File: src/rtl/rstk_pkg.sv
// Shared types for the return stack.
// Assumes: the pointer width is fixed in each instance and shared by all submodules.
package rstk_pkg;

    // Operation the stack carries out in a cycle, after priority and gating.
    typedef enum logic [1:0] {
        OP_IDLE = 2'd0,
        OP_PUSH = 2'd1,
        OP_POP  = 2'd2,
        OP_SWAP = 2'd3
    } rstk_op_e;

    // Turns the raw requests into one operation.
    // A pointer load blocks both push and pop; the fast strobe blocks push only.
    function automatic rstk_op_e rstk_decode(input logic push, input logic pop,
                                             input logic fast, input logic load);
        logic p_ok;
        logic q_ok;
        p_ok = push & ~fast & ~load;
        q_ok = pop & ~load;
        case ({p_ok, q_ok})
            2'b10:   return OP_PUSH;
            2'b01:   return OP_POP;
            2'b11:   return OP_SWAP;
            default: return OP_IDLE;
        endcase
    endfunction

endpackage

File: src/rtl/rstk_ptr.sv
// Stack pointer unit.
// Keeps the level register, works out which slot to write, and reports wraps.
// Assumes: the pointer wraps modulo 2**PW, and level 0 means empty.
module rstk_ptr
    import rstk_pkg::*;
#(
    parameter int PW = 4
) (
    input  logic          clk,
    input  logic          rst_n,
    input  rstk_op_e      op,
    input  logic          load,
    input  logic [PW-1:0] load_val,
    output logic [PW-1:0] sp,
    output logic          wr_en,
    output logic [PW-1:0] wr_idx,
    output logic          ovf_evt,
    output logic          unf_evt
);
    localparam logic [PW-1:0] TOP_LVL = {PW{1'b1}};
    localparam logic [PW-1:0] ONE     = {{(PW-1){1'b0}}, 1'b1};

    logic [PW-1:0] sp_inc;
    logic [PW-1:0] sp_dec;
    logic [PW-1:0] sp_nxt;

    assign sp_inc = sp + ONE;
    assign sp_dec = sp - ONE;

    // Chooses the write slot: the next level for a push, the current level for a swap.
    always_comb begin
        wr_en  = (op == OP_PUSH) || (op == OP_SWAP);
        wr_idx = (op == OP_PUSH) ? sp_inc : sp;
    end

    // Flags a wrap past either end of the pointer range.
    always_comb begin
        ovf_evt = (op == OP_PUSH) && (sp == TOP_LVL);
        unf_evt = (op == OP_POP)  && (sp == '0);
    end

    // Works out the next pointer value; a load takes priority.
    always_comb begin
        if (load) begin
            sp_nxt = load_val;
        end else begin
            case (op)
                OP_PUSH: sp_nxt = sp_inc;
                OP_POP:  sp_nxt = sp_dec;
                default: sp_nxt = sp;
            endcase
        end
    end

    // Pointer register.
    always_ff @(posedge clk) begin
        if (!rst_n) sp <= '0;
        else        sp <= sp_nxt;
    end

endmodule

File: src/rtl/rstk_bank.sv
// One word lane of the stack storage: 2**PW slots of W bits.
// There is one write port and one combinational read port.
// Assumes: write index and read index are both in range (full-width pointer).
module rstk_bank #(
    parameter int W  = 16,
    parameter int PW = 4
) (
    input  logic          clk,
    input  logic          rst_n,
    input  logic          wr_en,
    input  logic [PW-1:0] wr_idx,
    input  logic [W-1:0]  wr_data,
    input  logic [PW-1:0] rd_idx,
    output logic [W-1:0]  rd_data
);
    localparam int N = 1 << PW;

    logic [W-1:0] slot [N];

    for (genvar g = 0; g < N; g++) begin : g_slot
        // Slot register: cleared on reset, loaded when selected.
        always_ff @(posedge clk) begin
            if (!rst_n)
                slot[g] <= '0;
            else if (wr_en && (wr_idx == PW'(g)))
                slot[g] <= wr_data;
        end
    end

    // Reads the slot at the current level.
    assign rd_data = slot[rd_idx];

endmodule

File: src/rtl/rstk_flags.sv
// Sticky overflow/underflow indicators and the one-cycle stack-error request.
// Assumes: a wrap event takes priority over a status write in the same cycle.
module rstk_flags (
    input  logic       clk,
    input  logic       rst_n,
    input  logic       ovf_evt,
    input  logic       unf_evt,
    input  logic       flag_wr,
    input  logic [1:0] flag_wdata,
    output logic       ovf_flag,
    output logic       unf_flag,
    output logic       stk_err
);
    // Overflow indicator: a wrap sets it, a status write loads it, otherwise it holds.
    always_ff @(posedge clk) begin
        if (!rst_n)       ovf_flag <= 1'b0;
        else if (ovf_evt) ovf_flag <= 1'b1;
        else if (flag_wr) ovf_flag <= flag_wdata[0];
    end

    // Underflow indicator: same rules, bit 1 of the status write.
    always_ff @(posedge clk) begin
        if (!rst_n)       unf_flag <= 1'b0;
        else if (unf_evt) unf_flag <= 1'b1;
        else if (flag_wr) unf_flag <= flag_wdata[1];
    end

    // Error request: high for one cycle, in the same cycle as the indicator update.
    always_ff @(posedge clk) begin
        if (!rst_n) stk_err <= 1'b0;
        else        stk_err <= ovf_evt | unf_evt;
    end

endmodule

File: src/rtl/retstack.sv
// Hardware return stack: two-word levels (return address, status) with a
// wrapping pointer, sticky wrap indicators and a diagnostic error request.
// Assumes: requests are single-cycle strobes from the control unit, and the
// block saves no context on an error trap.
module retstack
    import rstk_pkg::*;
#(
    parameter int AW = 16,
    parameter int SW = 16,
    parameter int PW = 4
) (
    input  logic          clk,
    input  logic          rst_n,
    input  logic          push_req,
    input  logic          pop_req,
    input  logic          fast_irq,
    input  logic [AW-1:0] push_hi,
    input  logic [SW-1:0] push_lo,
    input  logic          sp_wr,
    input  logic [PW-1:0] sp_wdata,
    input  logic          flag_wr,
    input  logic [1:0]    flag_wdata,
    output logic [PW-1:0] sp,
    output logic [AW-1:0] top_hi,
    output logic [SW-1:0] top_lo,
    output logic          ovf_flag,
    output logic          unf_flag,
    output logic          stk_err
);
    rstk_op_e      op;
    logic          wr_en;
    logic [PW-1:0] wr_idx;
    logic          ovf_evt;
    logic          unf_evt;

    // Resolves the operation for this cycle.
    assign op = rstk_decode(push_req, pop_req, fast_irq, sp_wr);

    rstk_ptr #(.PW(PW)) u_ptr (
        .clk      (clk),
        .rst_n    (rst_n),
        .op       (op),
        .load     (sp_wr),
        .load_val (sp_wdata),
        .sp       (sp),
        .wr_en    (wr_en),
        .wr_idx   (wr_idx),
        .ovf_evt  (ovf_evt),
        .unf_evt  (unf_evt)
    );

    rstk_bank #(.W(AW), .PW(PW)) u_hi (
        .clk     (clk),
        .rst_n   (rst_n),
        .wr_en   (wr_en),
        .wr_idx  (wr_idx),
        .wr_data (push_hi),
        .rd_idx  (sp),
        .rd_data (top_hi)
    );

    rstk_bank #(.W(SW), .PW(PW)) u_lo (
        .clk     (clk),
        .rst_n   (rst_n),
        .wr_en   (wr_en),
        .wr_idx  (wr_idx),
        .wr_data (push_lo),
        .rd_idx  (sp),
        .rd_data (top_lo)
    );

    rstk_flags u_flags (
        .clk        (clk),
        .rst_n      (rst_n),
        .ovf_evt    (ovf_evt),
        .unf_evt    (unf_evt),
        .flag_wr    (flag_wr),
        .flag_wdata (flag_wdata),
        .ovf_flag   (ovf_flag),
        .unf_flag   (unf_flag),
        .stk_err    (stk_err)
    );

endmodule

File: config.mk
export PLATFORM = sky130hd
export DESIGN_NAME = retstack
export DESIGN_NICKNAME = d
export VERILOG_FILES = /design/src/rtl/rstk_pkg.sv /design/src/rtl/rstk_ptr.sv /design/src/rtl/rstk_bank.sv /design/src/rtl/rstk_flags.sv /design/src/rtl/retstack.sv
export SDC_FILE = /design/constraint.sdc
export NUM_CORES = 1
export LEC_CHECK = 0
export BUFFER_PORTS_ARGS = -buffer_cell sky130_fd_sc_hd__buf_2
export CORE_MARGIN = 5
export CORE_UTILIZATION = 39
export CTS_CLUSTER_DIAMETER = 30
export DETAILED_ROUTE_END_ITERATION = 8
export PLACE_DENSITY_LB_ADDON = 0.12
export SETUP_SLACK_MARGIN = 0.05
export SYNTH_ARGS = -nofsm -noshare
export SYNTH_HDL_FRONTEND = slang
export SYNTH_HIERARCHICAL = 1
export SYNTH_SLANG_ARGS = --single-unit
File: constraint.sdc
create_clock -name clk -period 4.65 [get_ports clk]
set_input_delay 0.2325 -clock clk [delete_from_list [all_inputs] [get_ports clk]]
set_output_delay 0.2325 -clock clk [all_outputs]
set_load 0.005 [all_outputs]
After elaboration in Yosys (flattened, before gate mapping)

Memory sizes are Yosys's and may differ from the RTL's. A register that Yosys moved wholly into a read port is not among the register bits.
Cells that the tools add are included.
Widths: inputs -> output; s select.

Bits in latches: 0
Input bits: 45
Bits in read-only memories: 0
Memories kept: 2
RAM bits: 512
Output and inout bits: 39
Logic and storage cells: 185
Flip-flop bits (word level): 7

Equal/unequal tests: 22
$add $sub $neg: 2
Shifts and indexed selects: 0
Bitwise gates (word level): 38
Divide/modulo/power cells: 0
Multiplexer cells: 93
$lt $le $gt $ge: 0
$mul: 0
Reduce and logical (&&, ||, !) cells: 24

Memories:

| memory    | depth | bits a word | read ports | clocked after memory_dff | write ports | line            | source |
|---|---|---|---|---|---|---|---|
| u_hi.slot | 16    | 16          | 1          | 1                        | 16          | rstk_bank.sv:18 | `logic [W-1:0] slot [N];` |
| u_lo.slot | 16    | 16          | 1          | 1                        | 16          | rstk_bank.sv:18 |  |

Operator list:

| operator            | number |
|---|---|
| $mux 16             | 32 |
| $mux 1              | 53 |
| $eq 4x4->1 const B  | 9 |
| $or 1x1->1          | 33 |
| $mux 4              | 6 |
| $logic_and 1x1->1   | 18 |
| $eq 4x3->1 const B  | 4 |
| $eq 2x2->1 const B  | 4 |
| $eq 4x2->1 const B  | 2 |
| $logic_not 4->1     | 2 |
| $pmux 4 s2          | 1 |
| $pmux 2 s3          | 1 |
| $add 4x1->4 const B | 1 |
| $eq 2x1->1 const B  | 2 |
| $eq 4x1->1 const B  | 1 |
| $reduce_bool 2->1   | 2 |
| $sub 4x1->4 const B | 1 |
| $and 1x1->1         | 3 |
| $reduce_bool 3->1   | 1 |
| $not 1->1           | 2 |
| $logic_or 1x1->1    | 1 |

Logic depth before layout (Yosys ltp)

Gate-level depths: netlist (run 1).

Depth after elaboration: 13
Depth in mapped cells: 10
Gate-level depth less buffers: 7

Modules after synthesis

The synthesis (run 1) kept the hierarchy.

By module, submodules not included:

| module     | instances | seq. area each (µm²) | area an instance (µm²) | cells each |
|---|---|---|---|---|
| rstk_bank  | 2         | 7687.4               | 11623.6                | 728 |
| rstk_ptr   | 1         | 80.1                 | 396.6                  | 50 |
| rstk_flags | 1         | 60.1                 | 105.1                  | 8 |
| retstack   | 1         | 0.0                  | 18.8                   | 2 |

Worst setup path after synthesis (run 1)

Ideal clock, no wire load.

Kind: register to register
Start point: reg u_ptr.sp[0]
End point: mem u_hi.slot[5][0] (enable)
Data required time: 4.239 ns
Period minus slack after synthesis: 3.443 ns
Slack: 1.207 ns
Path buffers: 0
Library setup time: 0.411 ns
Arrival time: 3.032 ns
Cell stages (with the launch flop): 7
Cells stage by stage: dfxtp_1 inv_1 ha_1 nand2_1 o21ai_0 or3b_2 o21ai_0

RTL lines:

| item                   | line            | source |
|---|---|---|
| start, declared        | rstk_ptr.sv:14  | `output logic [PW-1:0] sp,` |
| start signal, assigned | rstk_ptr.sv:58  | `else sp <= sp_nxt;` |
| end, declared          | rstk_bank.sv:18 |  |

==> results.rst, run 1 <==
.. list-table::
   :header-rows: 1

   * - Metric
     - Value
   * - Outcome
     - complete, no violations
   * - Clock buffer count from CTS
     - 133
   * - Via count
     - 13600
   * - Final design instance area without fill
     - 29800 sq um
   * - Cell types with the largest area share after synthesis
     - edfxtp_1 (65%), and2_1 (14%), mux4_2 (7.6%)
   * - Buffer count from post-CTS setup fixing
     - 0
   * - DRT antenna net count
     - 0
   * - Area share of the largest cell type after synthesis
     - 64.7%
   * - Count of cells along the worst register-to-register path
     - 6
   * - Arrival time of data at the critical path endpoint
     - 3.71 ns
   * - Cell taking the most area after synthesis
     - edfxtp_1
   * - Buffers plus inverters on the worst setup path
     - 2
   * - Placement row count
     - 90
   * - Final count of pins violating max slew
     - 0
   * - Gr ovfl total
     - 0
   * - Finished Layout Cells
     - 2596
   * - Critical Path Source Type
     - flop
   * - Clock sink count
     - 519
   * - Pin slew with the least headroom to its limit
     - 1.17 ns
   * - Hold Path Stages
     - 2
   * - Delay of the slowest cell on the worst path
     - 0.74 ns
   * - Maximum operating frequency
     - 254 MHz
   * - Final Hold Vio Count
     - 0
   * - Clk_lat worst skew
     - 0.67 ns
   * - Die area
     - 66000 sq um
   * - Average size of a mapped cell
     - 15.7 sq um
   * - Critical path peak fanout
     - 39
   * - Initial Util
     - 39.4%
   * - Worst reg2reg endpoint
     - u_hi/slot[5][8]
   * - Final-report setup violation count
     - 0
   * - Largest net degree at the start of global routing
     - 68
   * - Predominant post-synthesis flop cell
     - edfxtp_1
   * - Clock edge transition at the registers on the reported setup and hold paths
     - 0.05 ns
   * - Initial antenna violation count
     - 0
   * - Path class of the lowest-slack min-delay path
     - in -> reg
   * - Share of async-settable or async-resettable flops after synthesis
     - 0%
   * - Number of flops mapped to enable cells by yosys
     - 512
   * - Max H-tree Level
     - 4
   * - Number of nets in the layout
     - 1751
   * - Wire length of the first global-routing pass
     - 94800 um
   * - Number of vias per cell after detailed routing
     - 5.24
   * - Global-route total usage across every layer
     - 19.4%
   * - CTS tree
     - built
   * - Synth Cell Area
     - 23800 sq um
   * - Quantity of I/O buffers inserted on ports
     - 83
   * - Ranking of synthesized cells by instance count
     - and2_1 (514), edfxtp_1 (512), clkbuf_1 (92)
   * - DRT iter0 DRCs
     - 828
   * - Post-DP HPWL
     - 38000 um
   * - Hold Startpoint
     - push_lo[12]
   * - Share of cells above drive strength 1
     - 25.0%
   * - Launch instance of the worst register-to-register path
     - u_ptr/sp[0]
   * - Syn_nets
     - 1564
   * - RSZ-0062 raised after global routing
     - no
   * - Yosys reg bits
     - 519
   * - Worst EP required
     - 4.42 ns
   * - Crit. End Element
     - output port
   * - Routed wire per std cell
     - 24.8 um
   * - Placed cell count
     - 2338
   * - Number of global-route vias before repair
     - 14400
   * - Reg-to-reg setup timing slack
     - 0.81 ns
   * - Synth warn
     - 6
   * - Post-synthesis cell count
     - 1516
   * - Area delta synth->final
     - 25.5%
   * - Die W
     - 257 um
   * - Path length in cells of the critical path
     - 5
   * - DIE HEIGHT
     - 257 um
   * - Cell area reported after detailed placement
     - 25200 sq um
   * - Routability-driven placement congestion ratio
     - 0.804
   * - Drc violations
     - 0
   * - Largest clock skew in the final design
     - 0.0160 ns
   * - Number of optimization iterations in the first detailed-route pass
     - 5
   * - Fin crit share
     - 84.8%
   * - Core Box Area
     - 60400 sq um
   * - IO Count
     - 84
   * - Total negative setup slack
     - 0 ns
   * - Cell-by-cell trace of the critical path
     - buf_4, mux4_1, a22oi_1, nand2_1, buf_2
   * - Proportion of synthesized chip area in sequential cells
     - 65.3%
   * - Kind of cell with the highest combined delay on the critical path
     - buffers and inverters
   * - Max stage delay cell, worst path
     - buf_4
   * - Count of cell types in the netlist
     - 44
   * - Worst Hold Path EP
     - u_lo/slot[10][12]
   * - Maximum Capacitance Violations
     - 0
   * - Maximum clock path buffer count
     - 3
   * - Root cell of the clock tree
     - clkbuf_16
   * - Most frequently used cell type in the post-synthesis netlist
     - and2_1
   * - Clock period minus final worst setup slack
     - 3.94 ns
   * - Detailed-route wire length
     - 64500 um
   * - Static leakage
     - 11.4 nW
   * - Worst setup path class
     - reg -> out
   * - Power per standard cell area
     - 517 nW/um^2
   * - Maximum VDD drop
     - 0.346 mV
   * - Max-slew headroom
     - 21.8%
kinds of logic (layout without fill, tap and decap cells):
group	count (synthesis)	after routing	synth area share (%)
flip-flops	519	519	65.3
adder cells (fa/ha/maj)	3	3	0.158
other	0	5	0
XOR/XNOR	6	6	0.221
AND/OR/NAND/NOR	629	629	15.9
multiplexers	133	133	13.1
buffers and inverters	119	412	2.31
AO/OA/AOI/OAI	107	107	3.02
final cells by class:
cell class	count	area [sq um]
Tap cell	782	978
Sequential cell	519	15500
Inverter	4	15.0
Multi-Input combinational cell	878	7760
Fill cell	5066	30500
Clock inverter	86	962
Clock buffer	155	3500
Antenna cell	5	12.5
Timing Repair Buffer	167	1090
power by group:
group | switching, mW | internal, mW | total (mW)
Clock | 2.70 | 6.36 | 9.06
Combinational | 0.609 | 0.385 | 0.994
Sequential | 0.0586 | 5.32 | 5.38
Total | 3.37 | 12.1 | 15.4
layout by cell type (no fill, tap or decap), types with 5 or more instances in the layout:
master / count
and2_1: 514
edfxtp_1: 512
clkbuf_16: 137
buf_2: 83
mux4_2: 80
buf_4: 71
a22oi_1: 64
mux4_1: 48
nand2_1: 39
nor2_1: 38
clkinv_1: 28
clkinv_2: 21
bufinv_16: 19
clkbuf_1: 18
o21ai_2: 16
o21ai_1: 16
dlygate4sd3_1: 12
inv_6: 8
nor2b_1: 6
diode_2: 5
clkinvlp_4: 5
dfxtp_1: 5
xnor2_1: 5
metrics by stage:
step	total power [mW]	setup WS [ns]	util [%]	hold WS, ns
final	15.4	0.706	49.4	0.0565
after global routing	15.9	0.550	49.4	0.0571
after CTS	15.6	0.591	49.4	0.000455
after global placement	6.44	0.822	41.8	0.548
after floorplan	6.02	1.21	-	0.350
after detailed placement	6.46	0.769	41.8	0.506
state kept, by name, indices dropped and copies added (netlist names):
register,count
u_flags/ovf_flag,1
u_flags/stk_err,1
u_flags/unf_flag,1
u_hi/slot,256
u_lo/slot,256
u_ptr/sp,4
metal layers:
| layer | track usage (%) | routed length, um | up-vias |
|---|---|---|---|
| met5 | 0 | 0 | - |
| met4 | 7.53 | 1870 | 0 |
| li1 | - | - | 6134 |
| met2 | 32.9 | 32700 | 401 |
| met3 | 4.50 | 3430 | 113 |
| met1 | 24.4 | 26400 | 6958 |
what timing repair did:
action	in CTS	in global routing
hold buffers	12	0
gates resized for setup	0	0
endpoints found under the hold margin	6	0
how the worst max path moves through the flow:
stage,start,endpoint
finish,u_ptr/sp[0],top_hi[9]
global route,u_ptr/sp[0],top_hi[9]
CTS,u_ptr/sp[0],top_hi[9]
detailed placement,sp_wr,u_hi/slot[5][5]
global placement,sp_wr,u_hi/slot[6][6]
floorplan,u_ptr/sp[0],u_hi/slot[5][0]
worst register-to-register path, cell delays in order, from the launching register on:
cell and delay [ns]:
dfxtp_4 0.71, ha_1 0.31, nand2_1 0.10, xnor2_1 0.92
nand2_1 0.47, nor2_1 0.95, and2_1 0.26
(Power assumes the default switching activity.)
==> run 2, diff against run 1 <==
--- a/config.mk
+++ b/config.mk
@@ -5,6 +5,7 @@
 export SDC_FILE = /design/constraint.sdc
 export NUM_CORES = 1
 export LEC_CHECK = 0
+export ABC_AREA = 1
 export BUFFER_PORTS_ARGS = -buffer_cell sky130_fd_sc_hd__buf_2
 export CORE_MARGIN = 5
 export CORE_UTILIZATION = 39
==> constraint.sdc (replaced) <==
create_clock -name clk -period 3.8 [get_ports clk]
set_input_delay 0.19 -clock clk [delete_from_list [all_inputs] [get_ports clk]]
set_output_delay 0.19 -clock clk [all_outputs]
set_load 0.005 [all_outputs]
==> results.rst, run 2 <==
.. list-table::
   :header-rows: 1

   * - Metric
     - Value
   * - Post-DP HPWL
     - 46300 um (+22%)
   * - Critical Path Source Type
     - flop
   * - Number of vias per cell after detailed routing
     - 4.96 (-5.3%)
   * - Static leakage
     - 13.9 nW (+21%)
   * - Worst Hold Path EP
     - u_flags/stk_err
   * - Number of nets in the layout
     - 3059 (+75%)
   * - Outcome
     - complete, no violations
   * - Routability-driven placement congestion ratio
     - 0.829 (+3.1%)
   * - Worst setup path class
     - reg -> out
   * - Area delta synth->final
     - 21.9%
   * - Clk_lat worst skew
     - 0.65 ns (-0.02 ns)
   * - Power per standard cell area
     - 600 nW/um^2 (+16%)
   * - Largest net degree at the start of global routing
     - 176 (+160%)
   * - Final count of pins violating max slew
     - 0 (unchanged)
   * - Die W
     - 265 um (+3.1%)
   * - Initial Util
     - 39.3% (-0.058 points)
   * - Maximum operating frequency
     - 298 MHz
   * - IO Count
     - 84 (unchanged)
   * - Synth warn
     - 6 (unchanged)
   * - Via count
     - 19700 (+45%)
   * - Cell taking the most area after synthesis
     - edfxtp_1
   * - Worst reg2reg endpoint
     - u_hi/slot[12][6]
   * - Number of global-route vias before repair
     - 19100 (+33%)
   * - Synth Cell Area
     - 25300 sq um (+6.5%)
   * - Routed wire per std cell
     - 19.5 um (-22%)
   * - Fin crit share
     - 88.4%
   * - Predominant post-synthesis flop cell
     - edfxtp_1
   * - Core Box Area
     - 64300 sq um (+6.6%)
   * - Count of cells along the worst register-to-register path
     - 7 (+1)
   * - Syn_nets
     - 2939 (+88%)
   * - Core occupancy in the finished layout
     - 47.9% (-1.5 points)
   * - Share of async-settable or async-resettable flops after synthesis
     - 0% (unchanged)
   * - Number of flops mapped to enable cells by yosys
     - 512 (unchanged)
   * - Clock buffer count from CTS
     - 121 (-9.0%)
   * - RSZ-0062 raised after global routing
     - no
   * - Quantity of I/O buffers inserted on ports
     - 83 (unchanged)
   * - Cell types with the largest area share after synthesis
     - edfxtp_1 (61%), nand2_1 (11%), nand3_1 (8.0%)
   * - Final Hold Vio Count
     - 0 (unchanged)
   * - Global-route total usage across every layer
     - 21.6% (+2.2 points)
   * - Clock period minus final worst setup slack
     - 3.36 ns
   * - Wire length of the first global-routing pass
     - 116000 um (+22%)
   * - Clock sink count
     - 519 (unchanged)
   * - DIE HEIGHT
     - 265 um (+3.1%)
   * - Proportion of synthesized chip area in sequential cells
     - 61.3% (-4.0 points)
   * - Average size of a mapped cell
     - 8.75 sq um (-44%)
   * - Overall power consumption
     - 18.5 mW (+20%)
   * - Number of optimization iterations in the first detailed-route pass
     - 6 (+1)
   * - Most common cell after layout, fill and taps aside
     - nand2_1
   * - Worst EP required
     - 3.61 ns (-0.81 ns)
   * - CTS tree
     - built
   * - Antenna diodes
     - 0 (-5)
   * - Buffer count from post-CTS setup fixing
     - 0 (unchanged)
   * - Final-report setup violation count
     - 0 (unchanged)
   * - Initial antenna violation count
     - 0 (unchanged)
   * - Crit. End Element
     - output port
   * - Placement row count
     - 93 (+3.3%)
   * - Worst hold-check slack
     - 0.137 ns (+0.0809 ns)
   * - Hold Path Stages
     - 6 (+4)
   * - Root cell of the clock tree
     - clkbuf_16
   * - Gr ovfl total
     - 0 (unchanged)
   * - DRT antenna net count
     - 0 (unchanged)
   * - Drc violations
     - 0 (unchanged)
   * - Max-slew headroom
     - 10.5% (-11 points)
   * - Pin slew with the least headroom to its limit
     - 1.34 ns (+0.172 ns)
   * - Reg-to-reg setup timing slack
     - 0.55 ns (-0.26 ns)
   * - Post-synthesis cell count
     - 2891 (+91%)
   * - Maximum VDD drop
     - 0.377 mV (+9.0%)
   * - Arrival time of data at the critical path endpoint
     - 3.17 ns (-0.54 ns)
   * - Yosys reg bits
     - 519 (unchanged)
   * - Maximum clock path buffer count
     - 3 (unchanged)
   * - Max H-tree Level
     - 3 (-1)
   * - Path class of the lowest-slack min-delay path
     - in -> reg
   * - DRT iter0 DRCs
     - 1879 (+130%)
   * - Top flop regs
     - u_hi/slot (256), u_lo/slot (256), u_ptr/sp (4)
   * - Launch instance of the worst register-to-register path
     - u_ptr/sp[1]
   * - Clock edge transition at the registers on the reported setup and hold paths
     - 0.04 ns (about the same)
   * - Largest clock skew in the final design
     - 0.0154 ns (-0.000569 ns)
   * - Area share of the largest cell type after synthesis
     - 60.8% (-3.9 points)
   * - Count of cell types in the netlist
     - 31 (-30%)
   * - Die area
     - 70100 sq um (+6.2%)
   * - Hold Startpoint
     - sp_wr
   * - Share of cells above drive strength 1
     - 12.3% (-13 points)
   * - Critical path peak fanout
     - 58 (+49%)
   * - Ranking of synthesized cells by instance count
     - nand2_1 (733), nor2_1 (528), edfxtp_1 (512)
   * - Most frequently used cell type in the post-synthesis netlist
     - nand2_1
   * - Commonest cells after routing, fill and taps aside
     - nand2_1 (733), nor2_1 (528), edfxtp_1 (512), inv_1 (443), nand3_1 (405)
   * - Detailed-route wire length
     - 77300 um (+20%)
   * - Maximum Capacitance Violations
     - 0 (unchanged)
run 2: cell types whose count changed after synthesis, moves of 29 or more:
| cell | previous run | this run |
|---|---|---|
| inv_1 | 4 | 445 |
| nor2_1 | 38 | 528 |
| mux4_1 | 48 | 0 |
| a22oi_1 | 64 | 0 |
| buf_1 | 3 | 32 |
| nand3_1 | 3 | 405 |
| mux4_2 | 80 | 0 |
| nand2_1 | 39 | 733 |
| buf_2 | 4 | 51 |
| and2_1 | 514 | 0 |
run 2: worst max-delay path by stage:
stage / start / end / slack, ns / cells past startpoint
4_1_cts: u_ptr/sp[1] / top_lo[15] / 0.45 / 8
6_report: u_ptr/sp[1] / top_lo[15] / 0.44 / 8
5_1_grt: u_ptr/sp[1] / u_hi/slot[12][14] / 0.26 / 7
3_3_place_gp: sp_wr / u_lo/slot[9][11] / 0.47 / 10
2_1_floorplan: u_ptr/sp[1] / u_hi/slot[12][0] / -0.02 / 7
3_5_place_dp: sp_wr / u_hi/slot[12][6] / 0.37 / 10
run 2: critical path, cell delays in order, from the launching register on:
cell and delay, ns:
dfxtp_4 0.42, buf_4 0.31, inv_2 0.19, buf_4 0.59
nand3_1 0.16, nand3_1 0.11, nand3_1 0.27, nand2_1 0.21
buf_2 0.14
run 2: cell families after synthesis:
logic type,Yosys count,share of synthesized area [%]
xor gates and xnor gates,1,0.0346
AOI/OAI and AO/OA,32,0.707
buffers and inverters,635,9.96
and+or+nand+nor,1701,27.8
adders and majority gates,3,0.148
DFF,519,61.3
run 2: what timing repair did:
item / CTS / global route
hold endpoints to repair: 7 / 0
endpoints found under the setup margin: 0 / 0
gates resized for setup: 0 / 0
hold buffers: 17 / 0
run 2: cell type report:
class	count	area, sq um
repair buffers	174	1230
clock inverters	94	942
fillers	6113	33500
flip-flops and latches	519	15500
multi-input cells	1737	7270
well taps	855	1070
inverters	458	1730
clock buffers	132	3070
run 2: per-layer routing:
layer  share of wire [%]  vias to the layer above  global-route usage, %
met4                 2.4                        0                   6.88
met3                 7.3                      114                   3.75
met2                  45                      689                   33.3
met1                  45                     9479                   31.3
met5                   0                        -                      0
li1                    -                     9416                      -
run 2: metrics by stage:
step	cell area, sq um	worst slack [ns]	setup TNS [ns]	cells
2_1_floorplan	25300	-0.0246	-5.11	2891
3_3_place_gp	26700	0.470	0	3726
3_5_place_dp	26700	0.374	0	3726
4_1_cts	30800	0.446	0	3969
5_1_grt	30800	0.255	0	3969
6_report	30800	0.443	0	3969
run 2: power by group:
| group | total, mW | internal, mW | switching [mW] |
|---|---|---|---|
| clock network | 10.1 | 6.89 | 3.19 |
| logic | 1.85 | 0.490 | 1.36 |
| registers | 6.59 | 6.51 | 0.0780 |
==> run 3, diff against run 2 <==
--- a/config.mk
+++ b/config.mk
@@ -5,10 +5,9 @@
 export SDC_FILE = /design/constraint.sdc
 export NUM_CORES = 1
 export LEC_CHECK = 0
-export ABC_AREA = 1
 export BUFFER_PORTS_ARGS = -buffer_cell sky130_fd_sc_hd__buf_2
 export CORE_MARGIN = 5
-export CORE_UTILIZATION = 39
+export CORE_UTILIZATION = 62
 export CTS_CLUSTER_DIAMETER = 30
 export DETAILED_ROUTE_END_ITERATION = 8
 export PLACE_DENSITY_LB_ADDON = 0.12
==> results.rst, run 3 (same netlist as run 1, synthesis figures left out) <==
.. list-table::
   :header-rows: 1

   * - Metric
     - Value
   * - Pin slew with the least headroom to its limit
     - 1.28 ns (-0.0604 ns)
   * - Quantity of I/O buffers inserted on ports
     - 83 (unchanged)
   * - Critical path peak fanout
     - 16 (-72%)
   * - Most repeated library cell on the critical path
     - nand4_1
   * - Routed wire per std cell
     - 25.7 um (+32%)
   * - Reg-to-reg setup timing slack
     - 0.36 ns (-0.19 ns)
   * - Cell area reported after detailed placement
     - 24800 sq um (-6.8%)
   * - Clock edge transition at the registers on the reported setup and hold paths
     - 0.05 ns (about the same)
   * - Clock period minus final worst setup slack
     - 3.44 ns (+0.0815 ns)
   * - Placed cell count
     - 2062 (-45%)
   * - Core Box Area
     - 37800 sq um (-41%)
   * - Static leakage
     - 10.8 nW (-22%)
   * - Buffer count from post-CTS setup fixing
     - 0 (unchanged)
   * - Count of cells along the worst register-to-register path
     - 5 (-2)
   * - RSZ-0062 raised after global routing
     - no
   * - Worst setup path class
     - reg -> reg
   * - Final count of pins violating max slew
     - 0 (unchanged)
   * - Clock sink count
     - 519 (unchanged)
   * - Total negative setup slack
     - 0 ns (unchanged)
   * - Placement row count
     - 71 (-24%)
   * - Clock buffer count from CTS
     - 99 (-18%)
   * - Finished Layout Cells
     - 2261 (-43%)
   * - Via count
     - 13700 (-30%)
   * - Number of vias per cell after detailed routing
     - 6.07 (+22%)
   * - Arrival time of data at the critical path endpoint
     - 3.90 ns (+0.73 ns)
   * - Initial antenna violation count
     - 2 (+2)
   * - Area of the multi-input gates
     - 7720 sq um (+6.1%)
   * - DIE HEIGHT
     - 206 um (-22%)
   * - Maximum operating frequency
     - 291 MHz (-2.4%)
   * - Count of hold-fix buffers inserted at cts
     - 12 (-5)
   * - CTS tree
     - built
   * - Max stage delay cell, worst path
     - nor2_1
   * - Number of global-route vias before repair
     - 14200 (-26%)
   * - Power per standard cell area
     - 586 nW/um^2 (-2.5%)
   * - Largest net degree at the start of global routing
     - 93 (-47%)
   * - Largest clock skew in the final design
     - 0.0176 ns (+0.00222 ns)
   * - Maximum VDD drop
     - 0.480 mV (+27%)
   * - Worst path setup slack after routing
     - 0.361 ns (-0.0815 ns)
   * - Gr ovfl total
     - 0 (unchanged)
   * - Worst reg2reg endpoint
     - u_hi/slot[11][1]
   * - Core occupancy in the finished layout
     - 75.2% (+27 points)
   * - Delay of the slowest cell on the worst path
     - 1.07 ns (+0.48 ns)
   * - Setup slack after placement
     - 0.282 ns (-0.0920 ns)
   * - Maximum Capacitance Violations
     - 0 (unchanged)
   * - Routability-driven placement congestion ratio
     - 0.795 (-4.2%)
   * - Final-report setup violation count
     - 0 (unchanged)
   * - Root cell of the clock tree
     - clkbuf_16
   * - IO Count
     - 84 (unchanged)
   * - Post-DP HPWL
     - 33900 um (-27%)
   * - Clk_lat worst skew
     - 0.62 ns (-0.03 ns)
   * - Die W
     - 206 um (-22%)
   * - Maximum clock path buffer count
     - 3 (unchanged)
   * - Fin crit share
     - 90.5% (+2.1 points)
   * - Hold Startpoint
     - sp_wr
   * - Area delta synth->final
     - 19.5%
   * - Outcome
     - complete, no violations
   * - Max-slew headroom
     - 14.3% (+3.8 points)
   * - Crit. End Element
     - flop
   * - Detailed-route wire length
     - 58200 um (-25%)
   * - Wire length of the first global-routing pass
     - 87400 um (-25%)
   * - Most common cell after layout, fill and taps aside
     - and2_1
   * - Number of fillers in the final layout
     - 2236 (-63%)
   * - Critical Path Source Type
     - flop
   * - Top flop regs
     - u_hi/slot (256), u_lo/slot (256), u_ptr/sp (4)
   * - Number of optimization iterations in the first detailed-route pass
     - 5 (-1)
   * - Number of nets in the layout
     - 1712 (-44%)
   * - Cell-by-cell trace of the critical path
     - nand4_1, xnor2_1, nand4_1, nor2_1, and2_1
   * - Path class of the lowest-slack min-delay path
     - in -> reg
   * - Initial Util
     - 63.0% (+24 points)
   * - DRT iter0 DRCs
     - 1105 (-41%)
   * - Final Hold Vio Count
     - 0 (unchanged)
   * - Overall power consumption
     - 16.6 mW (-10%)
   * - Worst EP required
     - 4.26 ns (+0.65 ns)
   * - Global-route total usage across every layer
     - 28.1% (+6.5 points)
   * - Launch instance of the worst register-to-register path
     - u_ptr/sp[1]
   * - Die area
     - 42400 sq um (-40%)
   * - Share of cells above drive strength 1
     - 23.0% (+11 points)
   * - Drc violations
     - 0 (unchanged)
   * - Max H-tree Level
     - 3 (unchanged)
   * - Final design instance area without fill
     - 28400 sq um (-7.9%)
   * - Commonest cells after routing, fill and taps aside
     - and2_1 (514), edfxtp_1 (512), clkbuf_16 (101), buf_2 (83), mux4_2 (80)
   * - Worst Hold Path EP
     - u_ptr/sp[1]
   * - Hold Path Stages
     - 3 (-3)
   * - Area occupied by registers
     - 15500 sq um (about the same)
   * - DRT antenna net count
     - 0 (unchanged)
   * - Post-CTS sizing
     - 0 (unchanged)
   * - Worst hold-check slack
     - 0.0409 ns (-0.0965 ns)
## run 3: changes by cell type in the layout (fill, tap and decap cells not counted), sizes merged, moves of 6 or more
cell,change
clkbuf,-22
inv,-452
o21ai,+8
mux4,+128
nand4,-15
nand2,-700
nand3,-405
and2,+514
a22oi,+64
buf,-7
clkinv,-24
nor2,-492
nor2b,+6
## run 3: metal layers
layer | track usage, % | vias to the layer above | part of all wire, %
met1 | 36.3 | 6986 | 38
li1 | - | 6014 | -
met5 | 0 | - | 0.022
met2 | 47.1 | 609 | 51
met3 | 5.31 | 118 | 7.0
met4 | 11.9 | 2 | 3.8
## run 3: how the worst max path moves through the flow
stage                            from          endpoint  cells after the start  slack (ns)
after global placement          sp_wr  u_hi/slot[11][4]                      8        0.35
after global routing      u_ptr/sp[1]  u_hi/slot[11][5]                      5        0.32
after CTS                 u_ptr/sp[0]         top_lo[3]                      5        0.39
after floorplan           u_ptr/sp[0]   u_hi/slot[5][0]                      6        0.36
after detailed placement        sp_wr  u_hi/slot[11][1]                      9        0.28
final                     u_ptr/sp[1]  u_hi/slot[11][1]                      5        0.36
## run 3: area by class of cell
class                      instances  area share [%]
antenna                            1         0.00881
clock buffer                     110            9.02
clock inverter                    76            3.11
inverter                           4          0.0529
multi-input combinational        878            27.2
sequential                       519            54.6
tap                              511            2.25
timing repair buffer             162            3.74
## run 3: critical path: cells and delay by family (launching register included)
| family | cells | cell delay, ns |
|---|---|---|
| XOR/XNOR | 1 | 0.91 |
| flip-flops | 1 | 0.50 |
| AND/OR/NAND/NOR | 4 | 1.87 |
## run 3: power breakdown
part / internal, mW / switching, mW / leakage (nW)
clock network: 5.95 / 2.94 / 1.64
registers: 6.50 / 0.0639 / 5.40
logic: 0.466 / 0.716 / 3.80
